**config.mk**
```make
export PLATFORM = sky130hd
export DESIGN_NAME = pwm_scaled_timer
export DESIGN_NICKNAME = d
export VERILOG_FILES = /design/src/rtl/pwm_tmr_pkg.sv /design/src/rtl/pwm_cnt_core.sv /design/src/rtl/pwm_window.sv /design/src/rtl/pwm_cmp_chan.sv /design/src/rtl/pwm_scaled_timer.sv
export SDC_FILE = /design/constraint.sdc
export NUM_CORES = 1
export LEC_CHECK = 0
export ABC_AREA = 1
export BUFFER_PORTS_ARGS = -buffer_cell sky130_fd_sc_hd__buf_2
export CAP_MARGIN = 40
export CORE_AREA = 2 2 158 160
export DETAILED_ROUTE_END_ITERATION = 6
export DIE_AREA = 0 0 160 162
export PLACE_DENSITY = 0.58
export SLEW_MARGIN = 20
export SYNTH_ARGS = -nofsm -noshare
export SYNTH_HDL_FRONTEND = slang
export SYNTH_HIERARCHICAL = 1
export SYNTH_SLANG_ARGS = --single-unit
```
**constraint.sdc**
```tcl
create_clock -name clk -period 5.45 [get_ports clk]
set_input_delay 0.545 -clock clk [delete_from_list [all_inputs] [get_ports clk]]
set_output_delay 0.545 -clock clk [all_outputs]
set_load 0.02 [all_outputs]
```
**src/rtl/pwm_tmr_pkg.sv**
```systemverilog
package pwm_tmr_pkg;
  localparam int SCALE_W = 4;
  localparam int DATA_W  = 32;
  localparam int ADDR_W  = 6;

  localparam logic [ADDR_W-1:0] A_CFG  = 6'h00;
  localparam logic [ADDR_W-1:0] A_CNT  = 6'h08;
  localparam logic [ADDR_W-1:0] A_SCL  = 6'h10;
  localparam logic [ADDR_W-1:0] A_CMP0 = 6'h20;

  localparam int B_ALWAYS  = 8;
  localparam int B_ZCMP    = 9;
  localparam int B_ONESHOT = 12;
  localparam int B_IP0     = 28;
endpackage

```
**src/rtl/pwm_cnt_core.sv**
```systemverilog
module pwm_cnt_core #(
  parameter int CNT_W = 31
) (
  input  logic             clk,
  input  logic             rst_n,
  input  logic             run_i,
  input  logic             zero_req_i,
  input  logic             ld_i,
  input  logic [CNT_W-1:0] ld_val_i,
  output logic [CNT_W-1:0] cnt_o,
  output logic             hw_zero_o
);
  logic [CNT_W-1:0] cnt_q, cnt_d;
  logic             cnt_ce;
  logic             wrap;

  always_comb begin
    wrap      = run_i && (&cnt_q);
    hw_zero_o = !ld_i && (zero_req_i || wrap);
    cnt_ce    = ld_i || zero_req_i || run_i;
    cnt_d     = cnt_q;
    if (ld_i)            cnt_d = ld_val_i;
    else if (zero_req_i) cnt_d = '0;
    else if (run_i)      cnt_d = cnt_q + 1'b1;
  end

  always_ff @(posedge clk or negedge rst_n) begin
    if (!rst_n)      cnt_q <= '0;
    else if (cnt_ce) cnt_q <= cnt_d;
  end

  assign cnt_o = cnt_q;

  a_r2_hold: assert property (@(posedge clk) disable iff (!rst_n)
    (!ld_i && !zero_req_i && !run_i) |=> $stable(cnt_q));
  a_r2_step: assert property (@(posedge clk) disable iff (!rst_n)
    (!ld_i && !zero_req_i && run_i) |=> (cnt_q == $past(cnt_q) + 1'b1));
  a_r4_zero: assert property (@(posedge clk) disable iff (!rst_n)
    (zero_req_i && !ld_i) |=> (cnt_q == '0));
  a_r6_load: assert property (@(posedge clk) disable iff (!rst_n)
    ld_i |=> (cnt_q == $past(ld_val_i)));
endmodule

```
**src/rtl/pwm_window.sv**
```systemverilog
module pwm_window #(
  parameter int CNT_W   = 31,
  parameter int CMP_W   = 16,
  parameter int SCALE_W = 4
) (
  input  logic [CNT_W-1:0]   cnt_i,
  input  logic [SCALE_W-1:0] scale_i,
  output logic [CMP_W-1:0]   win_o
);
  logic [CNT_W-1:0] shifted;

  always_comb begin
    shifted = cnt_i >> scale_i;
    win_o   = shifted[CMP_W-1:0];
  end
endmodule

```
**src/rtl/pwm_cmp_chan.sv**
```systemverilog
module pwm_cmp_chan #(
  parameter int CMP_W = 16
) (
  input  logic             clk,
  input  logic             rst_n,
  input  logic [CMP_W-1:0] win_i,
  input  logic             cmp_wr_i,
  input  logic [CMP_W-1:0] cmp_val_i,
  input  logic             ip_wr_i,
  input  logic             ip_val_i,
  output logic [CMP_W-1:0] cmp_o,
  output logic             ge_o,
  output logic             ip_o
);
  logic [CMP_W-1:0] cmp_q;
  logic             ip_q, ip_d, ge;

  always_comb begin
    ge   = (win_i >= cmp_q);
    ip_d = ip_wr_i ? ip_val_i : (ip_q | ge);
  end

  always_ff @(posedge clk or negedge rst_n) begin
    if (!rst_n)        cmp_q <= '0;
    else if (cmp_wr_i) cmp_q <= cmp_val_i;
  end

  always_ff @(posedge clk or negedge rst_n) begin
    if (!rst_n) ip_q <= 1'b0;
    else        ip_q <= ip_d;
  end

  assign cmp_o = cmp_q;
  assign ge_o  = ge;
  assign ip_o  = ip_q;

  a_r9_sticky: assert property (@(posedge clk) disable iff (!rst_n)
    (ip_q && !ip_wr_i) |=> ip_q);
  a_r9_set: assert property (@(posedge clk) disable iff (!rst_n)
    (ge && !ip_wr_i) |=> ip_q);
  a_r9_wr: assert property (@(posedge clk) disable iff (!rst_n)
    ip_wr_i |=> (ip_q == $past(ip_val_i)));
endmodule

```
**src/rtl/pwm_scaled_timer.sv**
```systemverilog
module pwm_scaled_timer
  import pwm_tmr_pkg::*;
#(
  parameter int CMP_W = 16,
  parameter int NCH   = 4
) (
  input  logic              clk,
  input  logic              rst_n,
  input  logic              reg_wr,
  input  logic [ADDR_W-1:0] reg_addr,
  input  logic [DATA_W-1:0] reg_wdata,
  output logic [DATA_W-1:0] reg_rdata,
  output logic [NCH-1:0]    pwm_o,
  output logic [NCH-1:0]    irq_pend_o
);
  localparam int CNT_W = CMP_W + (1 << SCALE_W) - 1;

  logic [SCALE_W-1:0] scale_q;
  logic               always_q, zcmp_q, os_q, os_d;
  logic               cfg_wr, cnt_wr;
  logic               run, zero_req, hw_zero;
  logic [CNT_W-1:0]   cnt;
  logic [CMP_W-1:0]   win;
  logic [NCH-1:0]     ge, ip;
  logic [NCH-1:0][CMP_W-1:0] cmp_val;
  logic [DATA_W-1:0]  cfg_rd;

  always_comb begin
    cfg_wr   = reg_wr && (reg_addr == A_CFG);
    cnt_wr   = reg_wr && (reg_addr == A_CNT);
    run      = always_q || os_q;
    zero_req = zcmp_q && (win == cmp_val[0]);
    os_d     = os_q;
    if (cfg_wr)       os_d = reg_wdata[B_ONESHOT];
    else if (hw_zero) os_d = 1'b0;
  end

  always_ff @(posedge clk or negedge rst_n) begin
    if (!rst_n) begin
      scale_q  <= '0;
      always_q <= 1'b0;
      zcmp_q   <= 1'b0;
    end else if (cfg_wr) begin
      scale_q  <= reg_wdata[SCALE_W-1:0];
      always_q <= reg_wdata[B_ALWAYS];
      zcmp_q   <= reg_wdata[B_ZCMP];
    end
  end

  always_ff @(posedge clk or negedge rst_n) begin
    if (!rst_n) os_q <= 1'b0;
    else        os_q <= os_d;
  end

  pwm_cnt_core #(.CNT_W(CNT_W)) u_cnt (
    .clk        (clk),
    .rst_n      (rst_n),
    .run_i      (run),
    .zero_req_i (zero_req),
    .ld_i       (cnt_wr),
    .ld_val_i   (reg_wdata[CNT_W-1:0]),
    .cnt_o      (cnt),
    .hw_zero_o  (hw_zero)
  );

  pwm_window #(.CNT_W(CNT_W), .CMP_W(CMP_W), .SCALE_W(SCALE_W)) u_win (
    .cnt_i   (cnt),
    .scale_i (scale_q),
    .win_o   (win)
  );

  for (genvar i = 0; i < NCH; i++) begin : g_ch
    pwm_cmp_chan #(.CMP_W(CMP_W)) u_ch (
      .clk       (clk),
      .rst_n     (rst_n),
      .win_i     (win),
      .cmp_wr_i  (reg_wr && (reg_addr == A_CMP0 + ADDR_W'(4 * i))),
      .cmp_val_i (reg_wdata[CMP_W-1:0]),
      .ip_wr_i   (cfg_wr),
      .ip_val_i  (reg_wdata[B_IP0+i]),
      .cmp_o     (cmp_val[i]),
      .ge_o      (ge[i]),
      .ip_o      (ip[i])
    );
  end

  always_comb begin
    cfg_rd                = '0;
    cfg_rd[SCALE_W-1:0]   = scale_q;
    cfg_rd[B_ALWAYS]      = always_q;
    cfg_rd[B_ZCMP]        = zcmp_q;
    cfg_rd[B_ONESHOT]     = os_q;
    for (int i = 0; i < NCH; i++) cfg_rd[B_IP0+i] = ip[i];
  end

  always_comb begin
    reg_rdata = '0;
    case (reg_addr)
      A_CFG:   reg_rdata = cfg_rd;
      A_CNT:   reg_rdata = DATA_W'(cnt);
      A_SCL:   reg_rdata = DATA_W'(win);
      default: begin
        for (int i = 0; i < NCH; i++)
          if (reg_addr == A_CMP0 + ADDR_W'(4 * i)) reg_rdata = DATA_W'(cmp_val[i]);
      end
    endcase
  end

  assign pwm_o      = ge;
  assign irq_pend_o = ip;

  a_r5_os_clear: assert property (@(posedge clk) disable iff (!rst_n)
    (hw_zero && !cfg_wr) |=> !os_q);
  a_r5_os_keep: assert property (@(posedge clk) disable iff (!rst_n)
    (os_q && !hw_zero && !cfg_wr) |=> os_q);
  a_r4_period: assert property (@(posedge clk) disable iff (!rst_n)
    (zcmp_q && (win == cmp_val[0]) && !cnt_wr) |=> (cnt == '0));
  a_r3_scl_ro: assert property (@(posedge clk) disable iff (!rst_n)
    (reg_wr && reg_addr == A_SCL && !run && !zcmp_q) |=> $stable(cnt));
endmodule

```
Word level (Yosys, flattened, before mapping)
Cells that the tools add are included.
{ "word_totals": {"ff_bits": 106, "ram_bits": 0, "n_memories": 0, "romBits": 0, "output_inout_bits": 40, "word_cells": 63, "latch_bits": 0, "inputBits": 41} }
{ "classes": {"n_lt_le_gt_ge": 4, "eq_ne": 7, "mul": 0, "muxes": 14, "add_sub_neg": 1, "reduce_logical": 19, "n_shift": 1, "bitwise": 4, "div": 0} }
{ "ops": {"columns": ["cell", "count"], "rows": [
  ["2-to-1 mux 32 bit", 3],
  ["case mux 32 bit (3 select lines)", 1],
  ["2-to-1 mux 31 bit", 3],
  [">= comparator 16 bit", 4],
  ["adder 31 x 1 -> 31 bit, second input constant", 1],
  ["AND reduction 31 bit", 1],
  [">> shifter 31 x 4 -> 16 bit", 1],
  ["== test 6 bit, second input constant", 4],
  ["== test 16 bit", 1],
  ["2-to-1 mux 16 bit", 1],
  ["logical AND 1 bit", 9],
  ["== test 6 x 4 -> 1 bit, second input constant", 1],
  ["== test 6 x 5 -> 1 bit, second input constant", 1],
  ["logical NOT 6 bit", 1],
  ["2-to-1 mux 1 bit", 6],
  ["logical OR 1 bit", 4],
  ["OR 1 bit", 4],
  ["nonzero test 3 bit", 1],
  ["AND reduction 2 bit", 1],
  ["nonzero test 2 bit", 1],
  ["logical NOT 1 bit", 1]
]} }

Depth between registers and ports, before layout
{ "depth": {"depth_word": 7, "ltp_mapped": 24, "ltp_nobuf": 23} }

Cells and area by module
Netlist, hierarchy kept.
{ "modules_own_cells": {"columns": ["mod", "cells_each", "area_per_inst_um2", "n_inst", "seq_area_each_um2"], "rows": [
  ["pwm_cmp_chan (g_ch[0].u_ch ...)", 126, 1062.3, 3, 425.4],
  ["pwm_cnt_core", 379, 2359.8, 1, 775.7],
  ["pwm_scaled_timer", 371, 1790.5, 1, 175.2],
  ["pwm_window", 259, 1128.6, 1, 0.0],
  ["pwm_cmp_chan (g_ch[3].u_ch)", 126, 1042.2, 1, 425.4]
]} }

Worst setup path before layout
No wires, ideal clock.
{ "synth_path": {"path_kind": "register to register", "start": "register scale_q[3]", "end": "register u_cnt.cnt_q[28], in the netlist u_cnt/cnt_o[28]", "setup_ps": 113, "period_less_slack_ps": 2530, "path_stages_with_launch": 22, "path_slack_ps": 2920, "t_required_ps": 5337, "n_path_buf": 3, "arrival_ps": 2417, "path_cell_list": "dfrtp_1 -> buf_2 -> inv_1 -> clkbuf_1 -> nand2_1 -> nand2_1 -> inv_1 -> nand2_1 -> nand2_1 -> nor2_1 -> nand2_1 -> nor2_1 -> nand2_1 -> nor2_1 -> nor2_4 -> inv_1 -> nor2_2 -> buf_2 -> a21oi_1 -> nand2_1 -> nand2_1 -> inv_1"} }
{ "synth_between": {"elab_chain_cells": 6, "elab_cells_between_ends": 9, "classes_between": "eq/ne: 1; shift: 1; mux: 2; reduce/logical: 5"} }
{ "synth_rtl": {"columns": ["element", "line", "source"], "rows": [
  ["start: declaration", "pwm_scaled_timer.sv:18", "logic [SCALE_W-1:0] scale_q;"],
  ["start signal: assignment", "pwm_scaled_timer.sv:44", "scale_q <= reg_wdata[SCALE_W-1:0];"],
  [">> shifter 31 x 4 -> 16 bit *", "pwm_window.sv:13", "shifted = cnt_i >> scale_i;"],
  ["named net win[2]", "pwm_scaled_timer.sv:23", "logic [CMP_W-1:0] win;"],
  ["== test 16 bit *", "pwm_scaled_timer.sv:32", "zero_req = zcmp_q && (win == cmp_val[0]);"],
  ["logical AND 1 bit *", "pwm_scaled_timer.sv:32", null],
  ["named net zero_req", "pwm_scaled_timer.sv:21", "logic run, zero_req, hw_zero;"],
  ["logical OR 1 bit (2 in a row)", "pwm_cnt_core.sv:20", "cnt_ce = ld_i || zero_req_i || run_i;"],
  ["AND reduction 2 bit (no source line)", null, null],
  ["end signal: assignment", "pwm_cnt_core.sv:29", "else if (cnt_ce) cnt_q <= cnt_d;"],
  ["end: declaration", "pwm_cnt_core.sv:13", "logic [CNT_W-1:0] cnt_q, cnt_d;"]
]} }
The timed path passes the listed nets; every way through them passes the cells marked *.
A chain may end at the register's enable or synchronous reset.

Worst setup path in the final report
{ "layout_path": {"start": "register scale_q[0]", "end": "register u_cnt.cnt_q[3], in the netlist u_cnt/cnt_o[3]"} }
Same word-level chain as after synthesis.

==> metrics.cfg <==
[power]
p_int_w=0.002030
power_density_nw_per_um2=392.0
p_switching_w=0.002073
p_leak_nw=5.807
p_comb_frac=0.518
p_sw_frac=0.5052
pwr-share-seq=0.313
ir_drop_mv=0.2150
p_clk_frac=0.169
power_w=0.004103

[placement]
portBuffers=80
pre_cts_ws_ns=1.381
place_congestion=0.9468
dp_hpwl_um=24080

[synthesis]
ys.flop_type=dfrtp_1
syn_avg_cell_area_sq_um=6.284
synth_cell_type_count=37
yosysWarnings=6
synthesis.instances=1513
async_flop_share=1.000
ys_seq_elements=106
yosysTopAreaCell=dfrtp_1
synth_area_sq_um=9508
yosys.area.top_type_share=0.2790
synth_edf_count=0
ys_seq_area_frac=0.2790
synth_area_leaders=dfrtp_1 (28%), nand2_1 (19%), ha_1 (8.7%), nand3_1 (8.3%), inv_1 (7.7%)
synth_nets=1620

[timing]
drv_slew=0
fin_skew_ns=0.009635
hold_viol_final=0
slew_headroom=0.4709
fin_crit_sh=0.7673
tightest_slew_ns=0.7918
layout_min_cycle_time_ns=4.182
fmax_mhz=239.1
setup_viol_count_final=0
setup_tns_ns=0
rsz0062_at_grt=no
worst_slack_ns=1.268

[cts]
clk_pin_slew_worst_paths_ns=0.08
cts.sinks=106
cts-hold-fix-buffers=0
clockBufferDepth=2
cts-root-buf=clkbuf_16
cts_buffers=9
clkLatencyLatePin_ns=0.37
post-cts-setup-buffers=0
h-tree-depth=3
ctsResizeCount=0
cts_tree=done

[detailed_routing]
drtIter0Drc=861
met1_length_um=14880
vias=9965
met2_length_um=14660
dr_wl_met3_um=1596
avgRoutedWirePerCell_um=17.02
antenna_left=0
drc_errors=0
top_layer=met4
drt_pre_antenna_iters=5
totalWireLength_um=32210
vias_per_cell=5.264

[critical_path]
path_max_fanout=33
required_ns=5.72
crit_chain=buf_4 > inv_2 > nand2_1 > nand3_1 > nand3_1 > nand2_1 > nand2_1 > nand2_1 > inv_1 > o22ai_1 > nor2_1 > nand3_1 > nor2_1 > nor2_4 > inv_1 > nor2_2 > buf_4 > a21oi_1 > a22oi_1
crit_type=register to register
slowest_delay_ns=0.50
cp.arrival_ns=4.46
timing.critical_path.buf_inv=5
crit_path_end_kind=register
crit_top_cell=nand2_1
crit_path_top_delay_cell=nor2_4
crit_family=simple AND/OR/NAND/NOR gates
start_kind=register

[die]
die_w_um=160
rows=57
dieHeight_um=162
core_area_sq_um=24110
io_pins=81
initial_core_util=0.3944
dieArea_sq_um=25920

[grt]
grt_overflow_total=0
grt_pass1_wl_um=51910
grt_max_degree=42
antenna_found_initial=0
first_global_vias=9514
grtUsageTotal=0.2550

[cells_and_area]
antennaDiodeCount=0
nets=1671
n_fill_cell=2677
layout-drive-gt1-share=0.1096
most-common-layout-cells=nand2_1 (493), inv_1 (196), nand3_1 (157)
layout_commonest_cell=nand2_1
areaGrowthSynthToFinish_pct=10.11
fin_util=0.4343

[hold_path]
hold_path.class=input port to asynchronous set/reset pin

[outcome]
outcome=complete, no violations

[job]
maxCapViolCount=0

[state kept, by name, indices dropped and copies added (netlist names)]
register         cells
g_ch.u_ch/cmp_o     64
u_cnt/cnt_o         31
scale_q              4
zcmp_q               1
always_q             1
g_ch.u_ch/ip_o       4
os_q                 1
[kinds of logic (layout without fill, tap and decap cells)]
group,count (synthesis),count (layout),share of synthesized area
multiplexers,4,4,0.004737
XOR/XNOR,3,3,0.002764
buffers and inverters,255,311,0.1090
AO/OA/AOI/OAI,189,189,0.1067
adder cells (fa/ha/maj),66,66,0.08685
AND/OR/NAND/NOR,890,890,0.4110
flip-flops,106,106,0.2790
[Yosys cell counts (2+ instances only)]
cell	n
buf_2	39
or2_2	3
nor2_4	10
nand3_1	157
mux2_1	3
nor2_2	11
xor2_1	3
inv_1	196
nor2_1	153
nand4_1	32
nand2_2	11
nor3_4	4
o22ai_1	2
nor2_8	3
nand3_2	4
o21a_4	3
o21ai_1	51
inv_2	4
ha_1	66
buf_4	6
buf_1	2
nor3_1	7
clkbuf_1	7
a22oi_1	6
o21ai_0	43
nand2_1	493
a21oi_1	77
dfrtp_1	106
o211ai_1	3
[power by group through the flow]
stage | Sequential [W] | Clock, W | Combinational [W]
global placement | 0.00129 | 0 | 0.00206
CTS | 0.00128 | 0.000710 | 0.00211
global route | 0.00131 | 0.000741 | 0.00244
detailed placement | 0.00130 | 0 | 0.00210
finish | 0.00129 | 0.000692 | 0.00213
floorplan | 0.00114 | 0 | 0.00157
[final timing paths]
path                       cells past startpoint     startpoint                     end  slack, ns
max in group asynchronous                      3          rst_n  g_ch[2].u_ch/cmp_o[15]       4.13
min in group clk                               5  reg_wdata[31]       g_ch[3].u_ch/ip_o       0.44
max                                           19     scale_q[0]          u_cnt/cnt_o[3]       1.27
min                                            1          rst_n   g_ch[2].u_ch/cmp_o[1]       0.12
min reg2reg                                    2         zcmp_q                  zcmp_q       0.52
max reg2reg                                   19     scale_q[0]          u_cnt/cnt_o[3]       1.27
[area by class of cell]
class	count	area, sq um	area share
timing repair buffer	95	528.0	0.05044
multi-input combinational	1152	5839	0.5578
inverter	200	750.7	0.07171
clock buffer	11	232.7	0.02223
tap	324	405.4	0.03872
clock inverter	5	60.06	0.005737
sequential	106	2653	0.2534
[routing by layer]
layer  vias to the layer above  track usage
li1                       4945            -
met1                      4654       0.3495
met2                       295       0.4146
met3                        71      0.02962
met4                         0      0.09746
met5                         -            0
[stage by stage]
step | area (sq um) | hold slack (ns) | cells
finish | 10470 | 0.1183 | 1893
global route | 10470 | 0.1528 | 1893
CTS | 10470 | 0.1329 | 1893
detailed placement | 10180 | 0.4973 | 1877
global placement | 10160 | 0.4927 | 1876
floorplan | 9508 | 0.2494 | 1513
(Power assumes the default switching activity.)
